**src/rtl/mdio_tgt_pkg.sv**
```systemverilog
package mdio_tgt_pkg;

    typedef enum logic [2:0] {
        FLD_IDLE,
        FLD_START,
        FLD_OP,
        FLD_PHY,
        FLD_REG,
        FLD_TURN,
        FLD_DATA
    } mdio_fld_e;

    localparam logic [1:0] OPC_READ = 2'b10;
    localparam int START_BITS = 1;
    localparam int OPC_BITS   = 2;
    localparam int TURN_BITS  = 2;

endpackage

```
**src/rtl/mdio_mdc_edge.sv**
```systemverilog
module mdio_mdc_edge (
    input  logic clk,
    input  logic rst_n,
    input  logic mdc_lvl,
    output logic rise,
    output logic fall
);

    logic mdc_d, mdc_q;

    always_comb begin
        mdc_d = mdc_lvl;
        rise  = mdc_lvl & ~mdc_q;
        fall  = ~mdc_lvl & mdc_q;
    end

    always_ff @(posedge clk or negedge rst_n) begin
        if (!rst_n) mdc_q <= 1'b0;
        else        mdc_q <= mdc_d;
    end

endmodule

```
**src/rtl/mdio_frame_decoder.sv**
```systemverilog
module mdio_frame_decoder
    import mdio_tgt_pkg::*;
#(
    parameter int PRE_BITS = 32,
    parameter int ADDR_W   = 5,
    parameter int DATA_W   = 16,
    parameter int PHY_ADDR = 1
) (
    input  logic              clk,
    input  logic              rst_n,
    input  logic              rise,
    input  logic              fall,
    input  logic              mdio_in,
    input  logic [DATA_W-1:0] reg_rdata,
    output logic              drive,
    output logic              drive_bit,
    output logic              warn,
    output logic [ADDR_W-1:0] reg_num,
    output logic [DATA_W-1:0] reg_wdata,
    output logic              reg_wr,
    output logic              reg_rd
);

    localparam int PRE_HALF  = 2 * PRE_BITS;
    localparam int CNT_W     = $clog2(PRE_HALF + 1) + 1;
    localparam int SOF_HALF  = 2 * START_BITS;
    localparam int OPC_HALF  = 2 * OPC_BITS;
    localparam int ADDR_HALF = 2 * ADDR_W;
    localparam int TURN_HALF = 2 * TURN_BITS;
    localparam int DATA_HALF = 2 * DATA_W;
    localparam logic [CNT_W-1:0]  CNT_MAX = '1;
    localparam logic [ADDR_W-1:0] MY_ADDR = ADDR_W'(PHY_ADDR);

    typedef struct packed {
        mdio_fld_e         st;
        logic [CNT_W-1:0]  cnt;
        logic [1:0]        opc;
        logic [ADDR_W-1:0] phy;
        logic [ADDR_W-1:0] regn;
        logic [DATA_W-1:0] shreg;
        logic              drive;
        logic              out;
        logic              wr;
        logic              rd;
        logic              warn;
    } dec_s;

    dec_s d, q;
    logic [CNT_W-1:0] cnt_inc;
    logic             addr_hit;

    always_comb begin
        d        = q;
        d.wr     = 1'b0;
        d.rd     = 1'b0;
        d.warn   = 1'b0;
        cnt_inc  = (q.cnt == CNT_MAX) ? q.cnt : q.cnt + 1'b1;
        addr_hit = (q.phy == MY_ADDR);
        if (rise || fall) begin
            d.cnt = cnt_inc;
            unique case (q.st)
                FLD_IDLE: begin
                    if (rise && !mdio_in && cnt_inc >= CNT_W'(PRE_HALF)) begin
                        d.st  = FLD_START;
                        d.cnt = '0;
                    end
                end
                FLD_START: begin
                    if (rise) begin
                        d.warn = ~mdio_in;
                        if (cnt_inc == CNT_W'(SOF_HALF)) begin
                            d.st  = FLD_OP;
                            d.cnt = '0;
                            d.opc = '0;
                        end
                    end
                end
                FLD_OP: begin
                    if (rise) begin
                        d.opc = {q.opc[0], mdio_in};
                        if (cnt_inc == CNT_W'(OPC_HALF)) begin
                            d.st  = FLD_PHY;
                            d.cnt = '0;
                            d.phy = '0;
                        end
                    end
                end
                FLD_PHY: begin
                    if (rise) begin
                        d.phy = {q.phy[ADDR_W-2:0], mdio_in};
                        if (cnt_inc == CNT_W'(ADDR_HALF)) begin
                            d.st   = FLD_REG;
                            d.cnt  = '0;
                            d.regn = '0;
                        end
                    end
                end
                FLD_REG: begin
                    if (rise) begin
                        d.regn = {q.regn[ADDR_W-2:0], mdio_in};
                        if (cnt_inc == CNT_W'(ADDR_HALF)) begin
                            d.st  = FLD_TURN;
                            d.cnt = '0;
                        end
                    end
                end
                FLD_TURN: begin
                    if (rise && cnt_inc == CNT_W'(TURN_HALF)) begin
                        d.st  = FLD_DATA;
                        d.cnt = '0;
                        d.out = 1'b0;
                        if (q.opc == OPC_READ) begin
                            d.drive = 1'b1;
                            d.rd    = addr_hit;
                            d.shreg = addr_hit ? reg_rdata : '1;
                        end
                    end
                end
                FLD_DATA: begin
                    if (fall && q.drive) begin
                        d.out   = q.shreg[DATA_W-1];
                        d.shreg = {q.shreg[DATA_W-2:0], 1'b0};
                    end
                    if (rise) begin
                        if (!q.drive) d.shreg = {q.shreg[DATA_W-2:0], mdio_in};
                        if (cnt_inc == CNT_W'(DATA_HALF)) begin
                            d.st    = FLD_IDLE;
                            d.cnt   = '0;
                            d.wr    = ~q.drive & addr_hit;
                            d.drive = 1'b0;
                            d.out   = 1'b0;
                        end
                    end
                end
                default: d.st = FLD_IDLE;
            endcase
        end
    end

    always_ff @(posedge clk or negedge rst_n) begin
        if (!rst_n) begin
            q       <= '0;
            q.st    <= FLD_IDLE;
        end else begin
            q <= d;
        end
    end

    assign drive     = q.drive;
    assign drive_bit = q.out;
    assign warn      = q.warn;
    assign reg_num   = q.regn;
    assign reg_wdata = q.shreg;
    assign reg_wr    = q.wr;
    assign reg_rd    = q.rd;

    // the line is driven only inside the data field
    a_r4_drive_in_data: assert property (@(posedge clk) disable iff (!rst_n)
        q.drive |-> q.st == FLD_DATA);
    // driving starts only for a read opcode
    a_r4_drive_needs_read: assert property (@(posedge clk) disable iff (!rst_n)
        $rose(q.drive) |-> q.opc == OPC_READ);
    // write strobes only for the attached address
    a_r5_wr_own_addr: assert property (@(posedge clk) disable iff (!rst_n)
        q.wr |-> q.phy == MY_ADDR);
    // read and write strobes exclusive
    a_r10_strobe_excl: assert property (@(posedge clk) disable iff (!rst_n)
        !(q.wr && q.rd));
    // release of the line coincides with the return to preamble
    a_r9_release_to_idle: assert property (@(posedge clk) disable iff (!rst_n)
        $fell(q.drive) |-> q.st == FLD_IDLE);
    // field counters stay within the longest field
    a_r3_cnt_bounded: assert property (@(posedge clk) disable iff (!rst_n)
        (q.st != FLD_IDLE) |-> q.cnt <= CNT_W'(DATA_HALF));
    // warning is a single-cycle pulse
    a_r6_warn_pulse: assert property (@(posedge clk) disable iff (!rst_n)
        q.warn |=> !q.warn);

endmodule

```
**src/rtl/mdio_mgmt_target.sv**
```systemverilog
module mdio_mgmt_target #(
    parameter int PRE_BITS = 32,
    parameter int ADDR_W   = 5,
    parameter int DATA_W   = 16,
    parameter int PHY_ADDR = 1
) (
    input  logic              clk,
    input  logic              rst_n,
    input  logic              mdc_lvl,
    input  logic              mdio_in,
    output logic              mdio_oe,
    output logic              mdio_out,
    output logic              mdio_level,
    output logic              start_warn,
    output logic [ADDR_W-1:0] reg_num,
    output logic [DATA_W-1:0] reg_wdata,
    output logic              reg_wr,
    output logic              reg_rd,
    input  logic [DATA_W-1:0] reg_rdata
);

    logic rise, fall;

    mdio_mdc_edge u_edge (
        .clk     (clk),
        .rst_n   (rst_n),
        .mdc_lvl (mdc_lvl),
        .rise    (rise),
        .fall    (fall)
    );

    mdio_frame_decoder #(
        .PRE_BITS (PRE_BITS),
        .ADDR_W   (ADDR_W),
        .DATA_W   (DATA_W),
        .PHY_ADDR (PHY_ADDR)
    ) u_dec (
        .clk       (clk),
        .rst_n     (rst_n),
        .rise      (rise),
        .fall      (fall),
        .mdio_in   (mdio_in),
        .reg_rdata (reg_rdata),
        .drive     (mdio_oe),
        .drive_bit (mdio_out),
        .warn      (start_warn),
        .reg_num   (reg_num),
        .reg_wdata (reg_wdata),
        .reg_wr    (reg_wr),
        .reg_rd    (reg_rd)
    );

    assign mdio_level = mdio_oe ? mdio_out : mdio_in;

    // resolved level follows the host while the target is silent
    a_r8_level_host: assert property (@(posedge clk) disable iff (!rst_n)
        !mdio_oe |-> mdio_level == mdio_in);

endmodule

```
**config.mk**
```make
export PLATFORM = sky130hd
export DESIGN_NAME = mdio_mgmt_target
export DESIGN_NICKNAME = d
export VERILOG_FILES = /design/src/rtl/mdio_tgt_pkg.sv /design/src/rtl/mdio_mdc_edge.sv /design/src/rtl/mdio_frame_decoder.sv /design/src/rtl/mdio_mgmt_target.sv
export SDC_FILE = /design/constraint.sdc
export NUM_CORES = 1
export LEC_CHECK = 0
export ABC_CLOCK_PERIOD_IN_PS = 5400
export BUFFER_PORTS_ARGS = -buffer_cell sky130_fd_sc_hd__buf_4
export CORE_ASPECT_RATIO = 0.7
export CORE_MARGIN = 8
export CORE_UTILIZATION = 53
export CTS_CLUSTER_SIZE = 16
export DETAILED_ROUTE_END_ITERATION = 10
export GPL_ROUTABILITY_DRIVEN = 1
export GPL_TIMING_DRIVEN = 0
export PLACE_DENSITY = 0.76
export SETUP_SLACK_MARGIN = 0.05
export SLEW_MARGIN = 0
export SYNTH_ARGS = -nofsm -noshare
export SYNTH_HDL_FRONTEND = slang
export SYNTH_HIERARCHICAL = 1
export SYNTH_SLANG_ARGS = --single-unit
```
**constraint.sdc**
```tcl
create_clock -name clk -period 5.4 [get_ports clk]
set_input_delay 0.27 -clock clk [delete_from_list [all_inputs] [get_ports clk]]
set_output_delay 0.27 -clock clk [all_outputs]
set_load 0.03 [all_outputs]
```
Word-level counts from Yosys, hierarchy flattened
Cells that the tools add are included.

operators by class
  add/sub/neg operators = 1
  $mul = 0
  div/mod/pow operators = 0
  order comparisons = 1
  equality and inequality tests = 26
  shifts and indexed selects = 0
  mux-type cells = 39
  bitwise operators = 7
  reductions and logical operators = 18

operators by type and width
  operator                                                                             number
  11-bit 2-to-1 mux                                                                    9
  8-bit case mux with 7 select lines                                                   1
  16-bit 2-to-1 mux                                                                    3
  18-bit 2-to-1 mux                                                                    2
  18-bit case mux with 2 select lines                                                  1
  13-bit 2-to-1 mux                                                                    2
  2-bit by 1-bit != test with 1-bit output, second input constant                      13
  3-bit case mux with 7 select lines                                                   1
  5-bit case mux with 2 select lines                                                   2
  19-bit 2-to-1 mux                                                                    1
  17-bit 2-to-1 mux                                                                    1
  5-bit 2-to-1 mux                                                                     3
  5-bit AND reduction                                                                  3
  13-bit AND reduction                                                                 1
  10-bit 2-to-1 mux                                                                    1
  3-bit equality test, second input constant                                           3
  8-bit by 1-bit adder with 8-bit output, second input constant                        1
  8-bit by 2-bit equality test with 1-bit output, second input constant                1
  8-bit by 3-bit equality test with 1-bit output, second input constant                1
  8-bit by 4-bit equality test with 1-bit output, second input constant                1
  8-bit by 6-bit equality test with 1-bit output, second input constant                1
  8-bit equality test, second input constant                                           1
  8-bit by 7-bit greater-or-equal comparator with 1-bit output, second input constant  1
  1-bit 2-to-1 mux                                                                     8
  17 further kinds                                                                     30

storage, ports and cells
  bits in registers = 45
  latch bits = 0
  memory bits (writable) = 0
  ROM bits = 0
  bits of input ports = 20
  word-level logic and storage cells = 104
  memories kept = 0

Logic depth before layout (Yosys ltp)
Gate-level depths: netlist of the first run.

  depth after elaboration = 8
  gate-level depth with buffers = 10
  depth with buffers taken out = 7

By module
The synthesis of the first run kept the hierarchy.

by module, submodules not included
  module              times used  cells an instance  area an instance (µm²)  seq. area each (µm²)
  mdio_frame_decoder  1           308                2822.7                  1101.1
  mdio_mdc_edge       1           3                  40.0                    25.0
  mdio_mgmt_target    1           1                  15.0                    0.0

Worst setup path before layout of the first run
OpenSTA, ideal clock, no wires.

  path type = register to register
  start = register u_dec/q[33] (netlist name)
  end = register u_dec.q, in the netlist u_dec/reg_num[0]
  data arrival time = 2.137 ns
  data required time = 5.279 ns
  slack = 3.142 ns
  stages on the path, launching flop included = 9
  path buffers = 1
  path through = dfrtp_1 -> ha_1 -> buf_4 -> and3_4 -> mux2i_4 -> nor4b_4 -> and2_1 -> a31oi_2 -> a22o_1

between the ends
  word-level cells in the longest chain between the ends = 5

RTL lines
  item                                                                           line                      RTL
  start, declared                                                                mdio_frame_decoder.sv:48  dec_s d, q;
  8-bit by 1-bit adder with 8-bit output or 8-bit equality test (tied branches)  mdio_frame_decoder.sv:57  cnt_inc = (q.cnt == CNT_MAX) ? q.cnt : q.cnt + 1'b1;
  8-bit 2-to-1 mux (*)                                                           mdio_frame_decoder.sv:57
  8-bit by 4-bit equality test with 1-bit output (*)                             mdio_frame_decoder.sv:91  if (cnt_inc == CNT_W'(ADDR_HALF)) begin
  2-bit by 1-bit != test with 1-bit output (no source line) (*)                  n/a
  5-bit AND reduction (no source line) (*)                                       n/a

Every way passes the cells marked *; elsewhere a longest branch is shown, timed or not.
A chain may end at the register's enable or synchronous reset.

Worst setup path after layout of the first run
  start = register u_dec/q[33] (netlist name)
  end = register u_dec/q[36] (netlist name)

between the ends
  word-level cells in the longest chain between the ends = 6

RTL lines
  item                                                                                        line                      RTL
  8-bit by 1-bit adder with 8-bit output or 8-bit equality test (tied branches)               mdio_frame_decoder.sv:57
  8-bit 2-to-1 mux (*)                                                                        mdio_frame_decoder.sv:57
  8-bit by 7-bit greater-or-equal comparator with 1-bit output, or another cell as far along  mdio_frame_decoder.sv:63  if (rise && !mdio_in && cnt_inc >= CNT_W'(PRE_HALF)) begin
  1-bit logical AND, or another cell as far along                                             mdio_frame_decoder.sv:63
  11-bit 2-to-1 mux, or another cell as far along                                             mdio_frame_decoder.sv:63
  8-bit case mux with 7 select lines (*)                                                      mdio_frame_decoder.sv:61  unique case (q.st)

Every way passes the cells marked *; elsewhere a longest branch is shown, timed or not. The select of a mux whose other input is x is not followed.

==> results.py, run 1 <==
metrics = {
    "outcome": {
        "status": "finished clean",
    },
    "die": {
        "fp.dieW_um": 104,
        "coreArea_um2": 5230,
        "die_area_um2": 8080,
        "io_pins": 47,
        "die_h_um": 77.7,
        "initial_core_util_pct": 55.0,
        "num_rows": 22,
    },
    "sta": {
        "finalMaxSlewViolations": 0,
        "clock.fmax_ghz": 0.357,
        "setup_viol": 0,
        "min_period_ps": 2800,
        "period_share_pct": 51.9,
        "skew_ps": 9.57,
        "rsz0062_at_grt": "no",
        "fin_ws_ps": 2600,
        "tns_ps": 0,
        "whs_ps": 97.1,
        "tightest_slew_ps": 863,
        "slew_headroom_pct": 42.0,
        "hold_viol": 0,
    },
    "global_route": {
        "grt_antenna_before_repair": 0,
        "grtUsageTotal_pct": 18.4,
        "grt_overflow": 0,
        "grt_max_degree": 46,
        "first_global_vias": 2406,
        "grt_pass1_wl_um": 12400,
    },
    "synth": {
        "ys_seq_area_share_pct": 39.1,
        "syn_area_per_cell_um2": 9.22,
        "synthMuxAreaShare_pct": 2.70,
        "synth-compound-area-share_pct": 25.0,
        "synth_nets": 333,
        "synth-async-reset-ratio_pct": 100,
        "synthFlopType": "dfrtp_1",
        "ys_warn_count": 6,
        "yosys.area_share.simple_pct": 20.7,
        "synth_top_family_by_area": "compound AO/OA/AOI/OAI gates",
        "yosys.area.top_type": "dfrtp_1",
        "ys_ff_latch": 45,
        "synth-adder-area-share_pct": 0.435,
        "synth_top_cells_by_area": "dfrtp_1 (39%), buf_4 (7.6%), a2bb2oi_1 (4.9%)",
        "synth-xor-area-share_pct": 1.22,
        "synth_edf_count": 0,
        "synth_top_area_share_pct": 39.1,
        "syn-cell-area_um2": 2880,
        "synth_cells": 312,
        "synth_cell_types": 63,
    },
    "finish": {
        "antenna_cells": 0,
        "fillers": 450,
        "syn_to_final_growth_pct": 19.5,
        "finalInstanceArea_um2": 3440,
        "multi_input_area_um2": 1440,
        "fin_cells": 439,
        "final_util_pct": 65.8,
        "seq_area_um2": 1130,
        "final_nets": 387,
        "final_layout_size_suffix_gt1_share_pct": 28.3,
    },
    "placement": {
        "pre_cts_ws_ps": 2680,
        "hpwlAfterDp_um": 5800,
        "gp_congestion": 0.970,
        "dpl-instance-area_um2": 3310,
        "io_buffer_count": 46,
        "dp_cells": 430,
    },
    "clock_tree": {
        "root_buffer": "clkbuf_8",
        "clk_latency_ps": 290,
        "cts_resized": 0,
        "cts_buffers": 5,
        "cts_max_level": 2,
        "clock-sinks": 45,
        "tritoncts": "built",
        "clkSlewWorstSetupHoldPaths_ps": 80,
        "clockBufferDepth": 2,
    },
    "worst_setup_path": {
        "r2r_slack_ps": 2600,
        "r2r_cells": 8,
        "worstSetupPathType": "reg -> reg",
        "arrival_ps": 2950,
        "r2r-end": "u_dec/q[36]",
        "startpoint_type": "register",
        "worst-endpoint-required_ps": 5550,
        "r2r_start": "u_dec/q[33]",
        "end_kind": "register",
        "worstPathMaxFanout": 9,
    },
    "power_and_ir_drop": {
        "irDropWorstVdd_v": 0.000235,
        "leakage_nw": 1.43,
        "power_mw": 1.75,
        "power.density_nw_per_um2": 509,
    },
    "worst_hold_path": {
        "hold-path-cell-count": 1,
        "hold_path_startpoint": "mdc_lvl",
        "hp-class": "in -> reg",
        "min_to": "u_edge/mdc_q",
    },
    "detailed_routing": {
        "viasPerCell": 6.04,
        "ant_nets": 0,
        "drc": 0,
        "first_pass_iters": 5,
        "vias": 2651,
        "drt-wirelength-per-cell_um": 17.2,
        "wl_um": 7560,
        "drtIter0Drc": 317,
    },
    "flow_run": {
        "drv_cap": 0,
    },
}
==> worst max-delay path by stage <==
| stage | from | end | slack [ps] | cells past startpoint |
|---|---|---|---|---|
| after floorplan | u_dec/q[33] | u_dec/reg_num[0] | 3140 | 8 |
| after global placement | u_dec/q[33] | u_dec/q[36] | 2700 | 8 |
| after detailed placement | u_dec/q[33] | u_dec/q[36] | 2680 | 8 |
| after CTS | u_dec/q[33] | u_dec/q[36] | 2650 | 8 |
| after global routing | u_dec/q[33] | u_dec/q[36] | 2460 | 8 |
| final | u_dec/q[33] | u_dec/q[36] | 2600 | 8 |
==> cells by family after synthesis <==
kind of cell | count (synthesis)
and+or+nand+nor | 103
AOI/OAI and AO/OA | 100
buffers and inverters | 53
DFF | 45
muxes | 6
xor gates and xnor gates | 4
adders and majority gates | 1
==> registers in the layout, summed over array words and instances (netlist names) <==
name             count
u_dec/warn           1
u_dec/reg_wr         1
u_dec/q             18
u_dec/reg_num        5
u_edge/mdc_q         1
u_dec/reg_wdata     16
u_dec/drive          1
u_dec/reg_rd         1
u_dec/drive_bit      1
==> area by class of cell <==
type | count | share of cell area (%)
Inverter | 10 | 1.09
Clock buffer | 7 | 2.51
Tap cell | 72 | 2.62
Multi-Input combinational cell | 214 | 41.8
Timing Repair Buffer | 47 | 10.3
Buffer | 43 | 8.04
Sequential cell | 45 | 32.7
Clock inverter | 1 | 0.873
==> placed cells by master (no fill, tap or decap), types with 3 or more instances in the layout <==
cell type / synthesis / routed
buf_4: 29 / 75
dfrtp_1: 45 / 45
nor2_1: 25 / 25
o22ai_1: 17 / 17
a2bb2oi_1: 16 / 16
o21ai_0: 15 / 15
nand2_1: 14 / 14
nand4_1: 12 / 12
a21oi_1: 12 / 12
clkbuf_1: 8 / 9
inv_1: 9 / 9
a211oi_1: 9 / 9
nand3_1: 8 / 8
nor3_1: 7 / 7
a22o_1: 7 / 7
clkbuf_8: 0 / 6
nand2b_1: 5 / 5
nor4_1: 4 / 4
or2_2: 4 / 4
nor2b_1: 4 / 4
a31oi_1: 4 / 4
mux2i_1: 4 / 4
xnor2_1: 3 / 3
and4_1: 3 / 3
buf_2: 3 / 3
==> Yosys cell counts (all sizes together), types with 3 or more instances <==
cell / n
mux2i: 5
a21oi: 13
dfrtp: 45
a22o: 7
nor2: 25
buf: 33
a211oi: 10
nor3: 7
nand3: 9
o21ai: 16
xnor2: 3
or2: 4
inv: 9
nand2: 14
a31oi: 5
o22ai: 17
and4: 3
nor4: 5
clkbuf: 10
a2bb2oi: 16
nor2b: 4
nand2b: 5
nand4: 12
==> metal layers <==
metal	track usage, %	up-vias	part of all wire [%]
li1	-	1264	-
met1	27.3	1261	51
met2	24.1	118	40
met3	7.10	8	9.0
met4	3.60	0	0.69
met5	0	-	0
==> worst max-delay path, stage by stage, from the launching register on <==
cell,delay [ps]
dfrtp_1,510
ha_1,200
buf_4,150
and3_4,230
mux2i_4,420
nor4b_4,470
nand4_1,160
a211oi_1,420
a211oi_1,90
==> repair_timing <==
action | 4_1_cts | 5_1_grt
hold endpoints to repair | 45 | 0
hold buffers | 1 | 0
endpoints found under the setup margin | 0 | 0
buffers inserted | 0 | 0
==> report_power, final <==
group / leakage (nW) / switching (mW) / total (mW) / internal (mW)
clock: 0.0585 / 0.107 / 0.258 / 0.151
sequential: 0.518 / 0.0948 / 0.548 / 0.453
combinational: 0.858 / 0.547 / 0.947 / 0.400
No activity file was read; power rests on OpenSTA's default activity.
==> run 2, diff against run 1 <==
Settings changed: ABC_CLOCK_PERIOD_IN_PS 5400 to 2940.
Clock period 5.4 ns to 2.94 ns, I/O delays scaled along.
==> run 2 against run 1 <==
Against the previous run: non-clock buffer count rose by 2; largest power group unchanged; sequential share of layout area decreased by 0.17 points; clock-buffer cell count stayed put; critical path type unchanged.
==> results.py, run 2 (synthesis results as in run 1) <==
metrics = {
    "global_route": {
        "grt.busiest_layer": "met1",
        "use_met1_pct": 27.3,
        "grt_max_degree": 46,
        "grtUsageTotal_pct": 18.4,
        "grt_overflow": 0,
        "grtUsageMet2_pct": 24.3,
        "first_global_vias": 2411,
        "gr-usage-met3_pct": 7.18,
        "grt_pass1_wl_um": 12500,
        "grt_antenna_before_repair": 0,
    },
    "outcome": {
        "status": "finished clean",
    },
    "finish": {
        "finalInstanceArea_um2": 3460,
        "seq_area_um2": 1130,
        "multi_input_area_um2": 1440,
        "mostFrequentLayoutCell": "buf_4",
        "largest_reg_flops": 18,
        "fillers": 449,
        "final_util_pct": 66.1,
        "top_register": "u_dec/q",
        "final_nets": 389,
        "antenna_cells": 0,
        "mostFrequentLayoutCells": "buf_4 (76), dfrtp_1 (45), nor2_1 (25), o22ai_1 (17), a2bb2oi_1 (16)",
        "final_layout_size_suffix_gt1_share_pct": 28.5,
        "fin_cells": 441,
        "syn_to_final_growth_pct": 20.1,
    },
    "worst_setup_path": {
        "worst-endpoint-required_ps": 3090,
        "arrival_ps": 2850,
        "r2r_cells": 9,
        "startpoint_type": "register",
        "r2r-end": "u_dec/q[36]",
        "r2r_slack_ps": 240,
        "worstPathMaxFanout": 9,
        "worstSetupPathType": "reg -> reg",
        "end_kind": "register",
        "r2r_start": "u_dec/q[33]",
        "crit_path_start": "u_dec/q[33]",
    },
    "die": {
        "coreArea_um2": 5230,
        "die_h_um": 77.7,
        "die_area_um2": 8080,
        "num_rows": 22,
        "io_pins": 47,
        "fp.dieW_um": 104,
        "initial_core_util_pct": 55.0,
    },
    "sta": {
        "whs_ps": 131,
        "setup_viol": 0,
        "fin_ws_ps": 238,
        "tightest_slew_ps": 870,
        "finalMaxSlewViolations": 0,
        "slew_headroom_pct": 41.6,
        "hold_viol": 0,
        "period_share_pct": 91.9,
        "tns_ps": 0,
        "rsz0062_at_grt": "no",
        "skew_ps": 9.43,
        "min_period_ps": 2700,
        "clock.fmax_ghz": 0.370,
    },
    "clock_tree": {
        "root_buffer": "clkbuf_8",
        "cts_buffers": 5,
        "clockBufferDepth": 2,
        "clk_latency_ps": 290,
        "clkSlewWorstSetupHoldPaths_ps": 80,
        "cts_max_level": 2,
        "tritoncts": "built",
        "clock-sinks": 45,
    },
    "placement": {
        "dp_cells": 430,
        "io_buffer_count": 46,
        "hpwlAfterDp_um": 5800,
        "gp_congestion": 0.970,
        "dpl-instance-area_um2": 3310,
        "pre_cts_ws_ps": 219,
    },
    "worst_hold_path": {
        "min_to": "u_dec/warn",
        "hp-class": "in -> reg",
        "hold_path_startpoint": "mdio_in",
        "hold-path-cell-count": 2,
    },
    "detailed_routing": {
        "drt-wirelength-per-cell_um": 17.1,
        "drtIter0Drc": 226,
        "drc": 0,
        "wl_um": 7530,
        "vias": 2673,
        "first_pass_iters": 5,
        "viasPerCell": 6.06,
        "ant_nets": 0,
    },
    "power_and_ir_drop": {
        "leakage_nw": 1.44,
        "irDropWorstVdd_v": 0.000431,
        "power.density_nw_per_um2": 932,
        "power_mw": 3.22,
    },
    "flow_run": {
        "drv_cap": 0,
    },
}
## run 2: cell types whose count changed in the layout (fill, tap and decap cells not counted)
cell	change
buf_4	+1
dlygate4sd3_1	+1
## run 2: repair_timing
| item | in CTS | in global routing |
|---|---|---|
| hold buffers | 2 | 0 |
| endpoints found under the setup margin | 0 | 3 |
| resized for setup | 0 | 0 |
| setup buffers | 0 | 1 |
| hold endpoints to repair | 46 | 0 |
## run 2: cell type report
class                   instances  share of cell area (%)
well taps                      72                    2.61
multi-input cells             214                    41.6
repair buffers                 49                    10.8
flip-flops and latches         45                    32.6
clock inverters                 1                   0.869
clock buffers                   7                    2.50
plain buffers                  43                    8.00
inverters                      10                    1.09
## run 2: routing by layer
layer	vias to the layer above	routed length [µm]
li1	1268	-
met1	1263	3690
met2	136	3010
met3	6	787
met4	0	48
met5	-	0
## run 2: power breakdown
part	leakage (nW)	switching [mW]	internal, mW
logic	0.867	1.00	0.740
registers	0.518	0.174	0.832
clock network	0.0585	0.195	0.277
## run 2: worst max-delay path by stage
stage | slack [ps] | endpoint | cells past startpoint
after floorplan | 680 | u_dec/reg_num[0] | 8
after global placement | 240 | u_dec/q[36] | 8
after detailed placement | 220 | u_dec/q[36] | 8
after CTS | 190 | u_dec/q[36] | 8
after global routing | 60 | u_dec/reg_wdata[12] | 10
final | 240 | u_dec/q[36] | 9
## run 2: critical path, cell delays in order, from the launching register on
cell	delay [ps]
dfrtp_1	510
ha_1	190
buf_4	150
and3_4	240
mux2i_4	420
nor4b_4	260
buf_4	190
nand4_1	100
a211oi_1	410
a211oi_1	90
==> run 3, diff against run 2 <==
Settings changed: ABC_CLOCK_PERIOD_IN_PS 2940 to 2500, HOLD_SLACK_MARGIN set to 0.03.
Clock period 2.94 ns to 2.5 ns, I/O delays scaled along.
==> run 3 against run 2 <==
Against the previous run: cell area up 5.7%; sequential share of layout area fell by 1.7 points; first-iteration DRC count increased by 13%; wire length is 6.8% higher; register-to-register slack worse by 210 ps; critical path depth down 1; sequential power increased by 17%; clock power grew 19%; die area unchanged; largest power group unchanged; combinational power grew 29%; non-clock buffer count increased by 15; power rose by 24%; critical path type unchanged.
==> results.py, run 3 (synthesis results as in run 1) <==
metrics = {
    "outcome": {
        "status": "finished clean",
    },
    "power_and_ir_drop": {
        "power_frac_seq_pct": 29.6,
        "internal_power_mw": 2.30,
        "pwr-share-clk_pct": 14.0,
        "power.density_nw_per_um2": 1090,
        "leakage_nw": 1.53,
        "combPwrFrac_pct": 56.4,
        "irDropWorstVdd_v": 0.000512,
        "switching_share_pct": 42.4,
        "switchingPower_mw": 1.70,
    },
    "detailed_routing": {
        "vias": 2788,
        "drtIter0Drc": 256,
        "first_pass_iters": 5,
        "drt-wirelength-per-cell_um": 17.6,
        "viasPerCell": 6.11,
        "ant_nets": 0,
        "drc": 0,
        "wl_um": 8040,
    },
    "sta": {
        "finalMaxSlewViolations": 0,
        "slew_headroom_pct": 39.3,
        "tns_ps": 0,
        "setup_viol": 0,
        "tightest_slew_ps": 903,
        "clock.fmax_ghz": 0.404,
        "skew_ps": 8.89,
        "period_share_pct": 98.9,
        "hold_viol": 0,
        "min_period_ps": 2470,
    },
    "worst_setup_path": {
        "end_kind": "register",
        "worstSetupPathType": "reg -> reg",
        "cp_top_family": "simple AND/OR/NAND/NOR gates",
        "worst-endpoint-required_ps": 2650,
        "r2r_start": "u_edge/mdc_q",
        "cpMaxStageDelayCell": "nor4_4",
        "startpoint_type": "register",
        "cpPeakStageDelay_ps": 420,
        "crit_chain": "nor2b_2 -> buf_4 -> or3b_1 -> a211o_1 -> nor4_4 -> nor2_1 -> a211oi_2 -> a211oi_1",
        "crit_path_start": "u_edge/mdc_q",
        "arrival_ps": 2630,
        "worstPathMaxFanout": 4,
        "critPathBufInv": 1,
    },
    "finish": {
        "fin_cells": 456,
        "syn_to_final_growth_pct": 27.0,
        "final_nets": 404,
        "antenna_cells": 0,
        "fillers": 439,
        "largest_reg_flops": 18,
        "final_layout_size_suffix_gt1_share_pct": 34.1,
        "mostFrequentLayoutCell": "buf_4",
        "mostFrequentLayoutCells": "buf_4 (89), dfrtp_1 (43), nor2_1 (25), o22ai_1 (16), a2bb2oi_1 (15)",
        "top_register": "u_dec/q",
    },
    "die": {
        "die_area_um2": 8080,
        "num_rows": 22,
        "initial_core_util_pct": 55.0,
        "fp.dieW_um": 104,
        "coreArea_um2": 5230,
        "io_pins": 47,
        "die_h_um": 77.7,
    },
    "clock_tree": {
        "root_buffer": "clkbuf_8",
        "clk_latency_ps": 300,
        "cts_max_level": 2,
        "cts_buffers": 5,
        "clkSlewWorstSetupHoldPaths_ps": 80,
        "clock-sinks": 45,
        "clockBufferDepth": 2,
        "tritoncts": "built",
    },
    "global_route": {
        "grt_max_degree": 46,
        "grt_pass1_wl_um": 12700,
        "first_global_vias": 2476,
        "grt_overflow": 0,
        "grtUsageTotal_pct": 18.9,
        "grt_antenna_before_repair": 0,
    },
    "flow_run": {
        "drv_cap": 0,
    },
    "placement": {
        "dp_cells": 430,
        "gp_congestion": 0.970,
        "hpwlAfterDp_um": 5800,
        "io_buffer_count": 46,
    },
    "worst_hold_path": {
        "hold_path_startpoint": "mdio_in",
        "hp-class": "in -> reg",
    },
}
[run 3: per-stage QoR]
step | utilization, % | hold slack [ps] | area (µm²) | setup slack [ps] | power (mW)
after floorplan | - | -171 | 2880 | 242 | 2.65
after global placement | 63.3 | 161 | 3310 | -197 | 3.18
after detailed placement | 63.3 | 160 | 3310 | -221 | 3.20
after CTS | 67.1 | -55.2 | 3510 | 21.4 | 3.85
after global routing | 69.9 | 89.4 | 3650 | -11.2 | 4.22
final | 69.9 | 114 | 3650 | 27.7 | 4.00
[run 3: power groups by stage]
stage | logic (mW) | registers (mW) | clock network, mW
finish | 2.25 | 1.18 | 0.561
global placement | 2.00 | 1.18 | 0
global route | 2.41 | 1.21 | 0.597
floorplan | 1.50 | 1.15 | 0
detailed placement | 2.01 | 1.19 | 0
CTS | 2.09 | 1.18 | 0.574
[run 3: path summary, 6_finish.rpt]
check | slack (ps) | depth (start not counted) | endpoint
setup / recovery | 30 | 8 | u_dec/q[36]
hold / removal | 110 | 2 | u_dec/warn
setup reg to reg | 30 | 8 | u_dec/q[36]
hold reg to reg | 520 | 1 | u_dec/q[32]
max in group asynchronous | 1730 | 2 | u_dec/q[33]
min in group asynchronous | 350 | 2 | u_dec/q[35]
[run 3: what timing repair did]
item / CTS / global route
gates cloned: 0 / 0
hold buffers: 1 / 1
setup endpoints to repair: 33 / 35
hold endpoints to repair: 46 / 1
resized for setup: 5 / 13
pin swaps: 2 / 6
setup buffers: 6 / 10
[run 3: metal layers]
layer | wire, µm | track usage [%] | part of all wire, % | up-vias
li1 | - | - | - | 1297
met1 | 3820 | 27.4 | 48 | 1339
met2 | 3360 | 25.5 | 42 | 141
met3 | 778 | 7.51 | 9.7 | 11
met4 | 74 | 3.45 | 0.92 | 0
met5 | 0 | 0 | 0 | -
[run 3: final cells by class]
type | count | area (µm²) | area share (%)
Sequential cell | 45 | 1130 | 30.9
Tap cell | 72 | 90.1 | 2.47
Timing Repair Buffer | 64 | 485 | 13.3
Clock inverter | 1 | 30.0 | 0.822
Buffer | 43 | 287 | 7.84
Inverter | 10 | 37.5 | 1.03
Clock buffer | 7 | 86.3 | 2.36
Multi-Input combinational cell | 214 | 1510 | 41.3
[run 3: worst reg2reg max path, stage by stage (launching register included)]
cell	delay, ps
dfrtp_1	390
nor2b_2	130
buf_4	130
or3b_1	360
a211o_1	290
nor4_4	420
nor2_1	140
a211oi_2	390
a211oi_1	90
